==> config.mk <==
export PLATFORM = sky130hd
export DESIGN_NAME = memsync_scanout
export DESIGN_NICKNAME = d
export VERILOG_FILES = /design/src/rtl/scan_pkg.sv /design/src/rtl/scan_addr_ctr.sv /design/src/rtl/frame_ram.sv /design/src/rtl/sync_init_seq.sv /design/src/rtl/memsync_scanout.sv
export SDC_FILE = /design/constraint.sdc
export NUM_CORES = 2
export LEC_CHECK = 0
export BUFFER_PORTS_ARGS = -buffer_cell sky130_fd_sc_hd__buf_2
export CORE_MARGIN = 4
export CORE_UTILIZATION = 40
export DETAILED_ROUTE_END_ITERATION = 12
export GPL_TIMING_DRIVEN = 0
export PLACE_DENSITY = 0.51
export SLEW_MARGIN = 20
export SYNTH_ARGS = -nofsm -noshare
export SYNTH_HDL_FRONTEND = slang
export SYNTH_SLANG_ARGS = --single-unit
==> constraint.sdc <==
create_clock -name clk_i -period 19.52 [get_ports clk_i]
set_input_delay 1.952 -clock clk_i [delete_from_list [all_inputs] [get_ports clk_i]]
set_output_delay 1.952 -clock clk_i [all_outputs]
set_load 0.03 [all_outputs]
==> src/rtl/scan_pkg.sv <==
package scan_pkg;
  // bit 7 vsync, bit 6 hsync, 5:4 red, 3:2 green, 1:0 blue
  typedef struct packed {
    logic       vsync;
    logic       hsync;
    logic [1:0] red;
    logic [1:0] green;
    logic [1:0] blue;
  } pix_t;
endpackage

==> src/rtl/scan_addr_ctr.sv <==
module scan_addr_ctr #(
  parameter int FRAME_SIZE = 192,
  parameter int ADDR_W     = 8
) (
  input  logic              clk_i,
  input  logic              rst_ni,
  input  logic              run_i,
  input  logic              restart_i,
  output logic [ADDR_W-1:0] addr_o
);
  localparam logic [ADDR_W-1:0] LAST = ADDR_W'(FRAME_SIZE - 1);

  always_ff @(posedge clk_i or negedge rst_ni) begin
    if (!rst_ni)                         addr_o <= '0;
    else if (!run_i)                     addr_o <= '0;
    else if (restart_i || addr_o == LAST) addr_o <= '0;
    else                                 addr_o <= addr_o + 1'b1;
  end

  assert_in_frame_R3: assert property (@(posedge clk_i) disable iff (!rst_ni)
    addr_o <= LAST);
  assert_last_wrap_R3: assert property (@(posedge clk_i) disable iff (!rst_ni)
    run_i && addr_o == LAST |=> addr_o == '0);
  assert_restart_R4: assert property (@(posedge clk_i) disable iff (!rst_ni)
    run_i && restart_i |=> addr_o == '0);
  assert_hold_R7: assert property (@(posedge clk_i) disable iff (!rst_ni)
    !run_i |=> addr_o == '0);
endmodule

==> src/rtl/frame_ram.sv <==
module frame_ram
  import scan_pkg::*;
#(
  parameter int DEPTH  = 192,
  parameter int ADDR_W = 8
) (
  input  logic              clk_i,
  input  logic              rst_ni,
  input  logic              we_i,
  input  logic [ADDR_W-1:0] waddr_i,
  input  pix_t              wdata_i,
  input  logic              wmark_i,
  input  logic [ADDR_W-1:0] raddr_i,
  output pix_t              rdata_o,
  output logic              rmark_o
);
  pix_t mem   [DEPTH];
  logic mark  [DEPTH];
  logic in_rng;

  assign in_rng  = 32'(waddr_i) < DEPTH;
  assign rmark_o = mark[raddr_i];

  always_ff @(posedge clk_i) begin
    if (we_i && in_rng) mem[waddr_i] <= wdata_i;
  end

  // restart marks are cleared on reset so an uninitialised frame wraps normally
  always_ff @(posedge clk_i or negedge rst_ni) begin
    if (!rst_ni) begin
      for (int i = 0; i < DEPTH; i++) mark[i] <= 1'b0;
    end else if (we_i && in_rng) begin
      mark[waddr_i] <= wmark_i;
    end
  end

  // read-first: nonblocking read sees pre-write contents
  always_ff @(posedge clk_i or negedge rst_ni) begin
    if (!rst_ni) rdata_o <= '0;
    else         rdata_o <= mem[raddr_i];
  end
endmodule

==> src/rtl/sync_init_seq.sv <==
module sync_init_seq
  import scan_pkg::*;
#(
  parameter int LINE_TICKS  = 16,
  parameter int FRAME_LINES = 12,
  parameter int HS_START    = 10,
  parameter int HS_LEN      = 3,
  parameter int VS_START    = 9,
  parameter int VS_LINES    = 2,
  parameter int ADDR_W      = 8
) (
  input  logic              clk_i,
  input  logic              rst_ni,
  output logic              we_o,
  output logic [ADDR_W-1:0] addr_o,
  output pix_t              data_o,
  output logic              mark_o,
  output logic              done_o
);
  localparam int TW = $clog2(LINE_TICKS + 1);
  localparam int LW = $clog2(FRAME_LINES + 1);
  localparam logic [TW-1:0] T_LAST = TW'(LINE_TICKS - 1);
  localparam logic [TW-1:0] HS_A   = TW'(HS_START);
  localparam logic [TW-1:0] HS_B   = TW'(HS_START + HS_LEN);
  localparam logic [LW-1:0] L_LAST = LW'(FRAME_LINES - 1);
  localparam logic [LW-1:0] VS_A   = LW'(VS_START);
  localparam logic [LW-1:0] VS_B   = LW'(VS_START + VS_LINES);

  logic [TW-1:0] tick_q;
  logic [LW-1:0] line_q;
  logic          last_loc;

  assign last_loc = tick_q == T_LAST && line_q == L_LAST;
  assign we_o     = !done_o;
  assign mark_o   = last_loc;

  always_comb begin
    data_o       = '0;
    data_o.hsync = tick_q >= HS_A && tick_q < HS_B;
    data_o.vsync = line_q >= VS_A && line_q < VS_B;
  end

  always_ff @(posedge clk_i or negedge rst_ni) begin
    if (!rst_ni) begin
      tick_q <= '0;
      line_q <= '0;
      addr_o <= '0;
      done_o <= 1'b0;
    end else if (!done_o) begin
      addr_o <= addr_o + 1'b1;
      if (last_loc) done_o <= 1'b1;
      if (tick_q == T_LAST) begin
        tick_q <= '0;
        line_q <= line_q + 1'b1;
      end else begin
        tick_q <= tick_q + 1'b1;
      end
    end
  end

  assert_done_sticky_R7: assert property (@(posedge clk_i) disable iff (!rst_ni)
    done_o |=> done_o);
  assert_fill_order_R6: assert property (@(posedge clk_i) disable iff (!rst_ni)
    we_o && $past(we_o) && $past(rst_ni) |-> addr_o == ADDR_W'($past(addr_o) + 1'b1));
endmodule

==> src/rtl/memsync_scanout.sv <==
module memsync_scanout
  import scan_pkg::*;
#(
  parameter int LINE_TICKS  = 16,
  parameter int FRAME_LINES = 12,
  parameter int HS_START    = 10,
  parameter int HS_LEN      = 3,
  parameter int VS_START    = 9,
  parameter int VS_LINES    = 2,
  parameter bit INIT_EN     = 1'b1,
  parameter int ADDR_W      = $clog2(LINE_TICKS * FRAME_LINES)
) (
  input  logic              clk_i,
  input  logic              rst_ni,
  input  logic              host_we_i,
  input  logic [ADDR_W-1:0] host_addr_i,
  input  logic [7:0]        host_data_i,
  input  logic              host_restart_i,
  output logic [1:0]        red_o,
  output logic [1:0]        green_o,
  output logic [1:0]        blue_o,
  output logic              hsync_o,
  output logic              vsync_o,
  output logic              init_done_o
);
  localparam int FRAME_SIZE = LINE_TICKS * FRAME_LINES;

  logic              init_we, init_mark, init_done;
  logic [ADDR_W-1:0] init_addr;
  pix_t              init_data;

  generate
    if (INIT_EN) begin : g_init
      sync_init_seq #(
        .LINE_TICKS(LINE_TICKS), .FRAME_LINES(FRAME_LINES),
        .HS_START(HS_START), .HS_LEN(HS_LEN),
        .VS_START(VS_START), .VS_LINES(VS_LINES), .ADDR_W(ADDR_W)
      ) u_init (
        .clk_i, .rst_ni,
        .we_o(init_we), .addr_o(init_addr), .data_o(init_data),
        .mark_o(init_mark), .done_o(init_done)
      );
    end else begin : g_no_init
      assign init_we   = 1'b0;
      assign init_addr = '0;
      assign init_data = '0;
      assign init_mark = 1'b0;
      assign init_done = 1'b1;
    end
  endgenerate

  logic              ram_we, ram_wmark, scan_mark;
  logic [ADDR_W-1:0] ram_waddr, scan_addr;
  pix_t              ram_wdata, scan_pix;
  logic              host_ok;

  assign host_ok   = host_we_i && init_done;
  assign ram_we    = init_we || host_ok;
  assign ram_waddr = init_we ? init_addr : host_addr_i;
  assign ram_wdata = init_we ? init_data : pix_t'(host_data_i);
  assign ram_wmark = init_we ? init_mark : host_restart_i;

  frame_ram #(.DEPTH(FRAME_SIZE), .ADDR_W(ADDR_W)) u_ram (
    .clk_i, .rst_ni,
    .we_i(ram_we), .waddr_i(ram_waddr), .wdata_i(ram_wdata), .wmark_i(ram_wmark),
    .raddr_i(scan_addr), .rdata_o(scan_pix), .rmark_o(scan_mark)
  );

  scan_addr_ctr #(.FRAME_SIZE(FRAME_SIZE), .ADDR_W(ADDR_W)) u_ctr (
    .clk_i, .rst_ni, .run_i(init_done), .restart_i(scan_mark), .addr_o(scan_addr)
  );

  assign red_o       = scan_pix.red;
  assign green_o     = scan_pix.green;
  assign blue_o      = scan_pix.blue;
  assign hsync_o     = scan_pix.hsync;
  assign vsync_o     = scan_pix.vsync;
  assign init_done_o = init_done;

  assert_host_gated_R8: assert property (@(posedge clk_i) disable iff (!rst_ni)
    !init_done_o && host_we_i |-> !ram_we || ram_waddr == init_addr);
  assert_one_writer_R8: assert property (@(posedge clk_i) disable iff (!rst_ni)
    init_done_o |-> !init_we);
endmodule

======== Word level (Yosys, flattened, before mapping) ========
Memory sizes are Yosys's and may differ from the RTL's. A register that Yosys moved wholly into a read port is not among the register bits.
Index checks and enable logic that the tools add are counted.
storage, ports and cells
  register bits after elaboration ......... 218
  output and inout bits ................... 9
  input port bits ......................... 20
  bits in writable memories ............... 1536
  memories kept ........................... 1
cells by class
  equal/unequal tests ..................... 3
  bitwise operators ....................... 3
  reductions and logical operators ........ 11
  $lt $le $gt $ge ......................... 8
  add/subtract/negate cells ............... 4
  mux-type cells .......................... 16
memories
  memory     depth  bits a word  rd ports  clocked after memory_dff  wr ports  RTL line         text
  u_ram.mem  192    8            1         1                         1         frame_ram.sv:17  pix_t mem [DEPTH];
operators with widths
  kind                 number
  $bwmux 192           1
  $mux 8               4
  $ge 9x9->1 const B   2
  $not 8->9            2
  $add 8x1->8 const B  2
  $lt 9x1->1 const B   1
  $bmux 1 s8           1
  $demux 1 s8          1
  $eq 8x8->1 const B   1
  $lt 8x8->1 const B   1
  $mux 1               8
  $logic_and 1x1->1    6
  $add 5x1->5 const B  1
  $eq 5x4->1 const B   1
  $ge 5x4->1 const B   1
  $lt 5x4->1 const B   1
  $mux 5               1
  $add 4x1->4 const B  1
  $eq 4x4->1 const B   1
  $ge 4x4->1 const B   1
  $lt 4x4->1 const B   1
  $logic_not 1->1      2
  $logic_or 1x1->1     2
  $reduce_and 2->1     1
  $not 1->1            1

======== Logic depth before layout (Yosys ltp) ========
  depth after elaboration ................. 7
  mapped depth ............................ 12
  mapped depth without buffers ............ 6

======== Modules after synthesis ========
From an unflattened synthesis, not the netlist that was laid out.
second synthesis, totals
  cell total of the unflattened synthesis .. 3484
  area, all modules ....................... 70042.2 um2
by module, submodules not included
  module           times used  cells an instance  area an instance (um2)
  frame_ram        1           3342               68429.4
  sync_init_seq    1           83                 955.9
  scan_addr_ctr    1           39                 391.6
  memsync_scanout  1           20                 265.3

======== Worst setup path before layout ========
OpenSTA, ideal clock, no wires.
  path type ............................... register -> register
  start point ............................. register g_init.u_init.done_o
  end point ............................... memory u_ram.mem[0][7] (netlist bit), data pin
  arrival time ............................ 11.899 ns
  slack ................................... 5.341 ns
  stages on the path, launching flop included .. 5
  buffers on the path ..................... 3
  path through ............................ dfrtp_1 > buf_2 > buf_1 > buf_1 > o41ai_1
RTL lines
  item                    RTL line             text
  start, declared         sync_init_seq.sv:18  output logic done_o
  start signal, assigned  sync_init_seq.sv:48  done_o <= 1'b0;
  start signal, assigned  sync_init_seq.sv:51  if (last_loc) done_o <= 1'b1;
  end, declared           frame_ram.sv:17

==> run summary <==
Floorplan
* height of the chip: 426.1 um
* Std-Cell Core Area: 0.1738 mm2
* Initial Util: 40.23%
* width of the chip: 426.1 um
* die area: 0.1816 mm2
* standard-cell rows: 153
* I/O pins: 29

CTS
* count of instances resized after the clock tree is built: 0
* Clock transition at path regs: 0.06 ns
* clock latency on the worst-skew pair: 0.82 ns
* number of sinks on the clock net: 1,762
* number of buffers created by CTS: 183
* number of buffers on the longest clock path: 3
* TritonCTS clock tree: built
* CTS H-tree lvls: 4
* Clk Tree Root Cell: clkbuf_16
* number of buffers inserted for hold repair after clock tree synthesis: 0
* total setup buffers inserted after CTS: 0

STA
* post-route clock period utilization: 26.76%
* Layout Skew: 0.03914 ns
* Fin Hold WS: 0.4897 ns
* clock period minus worst slack: 5.223 ns
* number of setup violations in the final report: 0
* final-report max-slew violation count: 0
* RSZ-0062 raised after global routing: false
* Highest Clock Rate: 191.5 MHz
* actual transition at the worst max-transition pin: 1.211 ns
* worst max-slew margin expressed relative to the limit: 19.28%
* Final Hold Viols: 0

Synthesis
* Cells after Synth: 3,480
* EDFF count, synth: 1,536
* cell area after synthesis: 0.06993 mm2
* post-synthesis cell type with the largest combined area: edfxtp_1
* number of different library cells in the post-synthesis netlist: 49
* fraction of the mapped netlist area in simple logic gates: 2.664%
* post-synthesis share of cell area spent on xor and xnor gates: 0.2129%
* Synth Flop Type: edfxtp_1
* proportion of synthesized area in mux cells: 18.47%
* yosys synthesis warning count: 0
* asr flop ratio synth: 12.83%
* synthesized-area fraction occupied by ao, oa, aoi and oai cells: 2.898%
* cell with the most instances after synthesis: edfxtp_1
* adder and majority gate portion of the synthesized area: 0.1252%
* main area contributors after synthesis: edfxtp_1, mux4_2, dfrtp_1, mux2_2, mux2i_1
* main combinational cell family by area after synthesis: multiplexers
* sequential area share after synthesis: 74.04%
* Synth top area share: 65.95%
* Syn Nets: 3,507
* top cells by count, synth: edfxtp_1, mux4_2, dfrtp_1
* post-synthesis area per instance: 20.10 um2
* post-synthesis register bit count: 1,762

Cells and area
* count of filler cells inserted in the layout: 14,940
* end-of-flow core utilization: 45.98%
* synth-to-layout area growth: 14.28%
* fin cells: 6,236
* share of post-route cells with drive strength above 1: 28.89%
* NumNets Final: 3,776

Power and ir drop
* total power after layout: 0.007434 W
* total power divided by cell area: 93.02 mW/mm2
* worst IR drop on VDD: 0.00009748 V
* total leakage power: 21.26 nW

Routing
* vias per std cell: 5.783
* total routed wirelength: 206.4 mm
* drc violations: 0
* final routed wire length divided by cell count: 33.09 um
* DRT iter0 DRCs: 3,680
* vias: 36,060
* router iterations before antenna repair: 5
* number of nets still failing antenna checks after routing: 0

Placed design
* dpl cells: 5,889
* count of input and output buffers: 28
* RePlAce Congestion: 0.8640
* total half-perimeter wirelength after legalization and detailed placement: 138.3 mm

Setup path
* arrival time worst endpoint: 5.76 ns
* kind of start point of the critical path: register
* biggest fanout along the worst timing path: 10
* Crit path top cell by count: clkbuf_1
* type of the worst setup path: register to register
* reg-to-reg critical path startpoint: u_ctr.addr_o[2]
* critical path cell sequence: clkbuf_1 -> clkbuf_1 -> clkbuf_1 -> nand2_1 -> o22ai_1 -> nor3_1 -> nor3_1 -> nand4_1
* WP data required: 20.05 ns
* delay contributed by the slowest stage of the critical path: 0.78 ns
* r2r worst-path depth: 8
* worst-path cell with the longest stage delay: clkbuf_1
* launch point of the worst path: u_ctr.addr_o[2]
* capture point of the critical path: u_ram.rdata_o[5]
* crit path capture type: register
* FF-to-FF End: u_ram.rdata_o[5]
* reg-to-reg setup timing slack: 14.30 ns

Run
* number of max-cap violations: 0

Status
* run status: finished, final reports clean

GRT
* overall track demand over capacity in global routing: 22.84%
* overflow left after global routing: 0
* number of antenna violations at the first check in global routing: 10
* number of global-route vias before repair: 36,620
* global-route wire length before repair: 288.8 mm
* maximum number of pins on one net before global-route repair: 86

Min path
* worst hold-check path type: register to register

flip-flops by register name, indices dropped and copies added, names as in the netlist:
name,count
u_ram.mem,1536
u_ram.mark,192
g_init.u_init.addr_o,8
u_ctr.addr_o,8
u_ram.rdata_o,8
g_init.u_init.tick_q,5
g_init.u_init.line_q,4
g_init.u_init.done_o,1
worst min path at each step:
stage / start / end / cells after the start
floorplan: g_init.u_init.line_q[3] / g_init.u_init.line_q[3] / 1
global placement: g_init.u_init.line_q[3] / g_init.u_init.line_q[3] / 1
detailed placement: g_init.u_init.line_q[3] / g_init.u_init.line_q[3] / 1
CTS: g_init.u_init.line_q[2] / g_init.u_init.line_q[2] / 1
global route: u_ram.mark[33] / u_ram.mark[33] / 1
finish: g_init.u_init.line_q[3] / g_init.u_init.line_q[3] / 1
layer usage:
metal	global-route usage (%)	part of all wire [%]
met1	32.85	43
met2	35.63	47
met3	3.567	6.1
met4	7.979	3.7
met5	0	0
area by class of cell:
type	instances	area (um2)	share of cell area [%]
flip-flops and latches	1762	51780	64.79
multi-input cells	1503	17320	21.68
clock buffers	259	5057	6.328
well taps	2325	2909	3.640
repair buffers	84	1055	1.320
plain buffers	197	1049	1.312
clock inverters	82	666.9	0.8344
inverters	18	67.56	0.08454
diodes	6	15.01	0.01879
worst max-delay path, delay by kind of cell, from the launching register on:
family,cells,cell delay [ns]
AND/OR/NAND/NOR,4,1.76
buffers and inverters,3,2.06
AO/OA/AOI/OAI,1,0.64
flip-flops,1,0.44
logic make-up after synthesis:
family,count (synthesis)
flops,1762
mux,769
simple gates,424
compound gates,286
buf+inv,215
xor+xnor,17
fa+ha+maj,7
per-stage QoR:
step	setup TNS (ns)	instance area [um2]	setup slack, ns
2_1_floorplan	0	69930	5.341
3_3_place_gp	-2565.01	72980	-12.20
3_5_place_dp	0	74140	13.58
4_1_cts	0	79870	14.42
5_1_grt	0	79910	14.33
6_report	0	79920	14.30
where the power goes:
| group | switching, W | internal [W] |
|---|---|---|
| logic | 0.0000130 | 0.00000310 |
| clock network | 0.00147 | 0.00191 |
| registers | 0 | 0.00404 |
| total | 0.00148 | 0.00596 |
layout by cell type (no fill, tap or decap), drive strengths merged, types with 15 or more instances in the layout:
master and count:
mux2i 153, edfxtp 1536, nand4 15, dfrtp 226, o221ai 73, a21oi 43
buf 175, clkbuf 365, nand2 67, a211oi 19, mux4 395, nor2 208
clkinv 63, nor3 57, o21ai 41, nand3 24, mux2 221, and2 25
xnor2 15, o22ai 58, inv 26
Power figures use the tool's default switching activity.
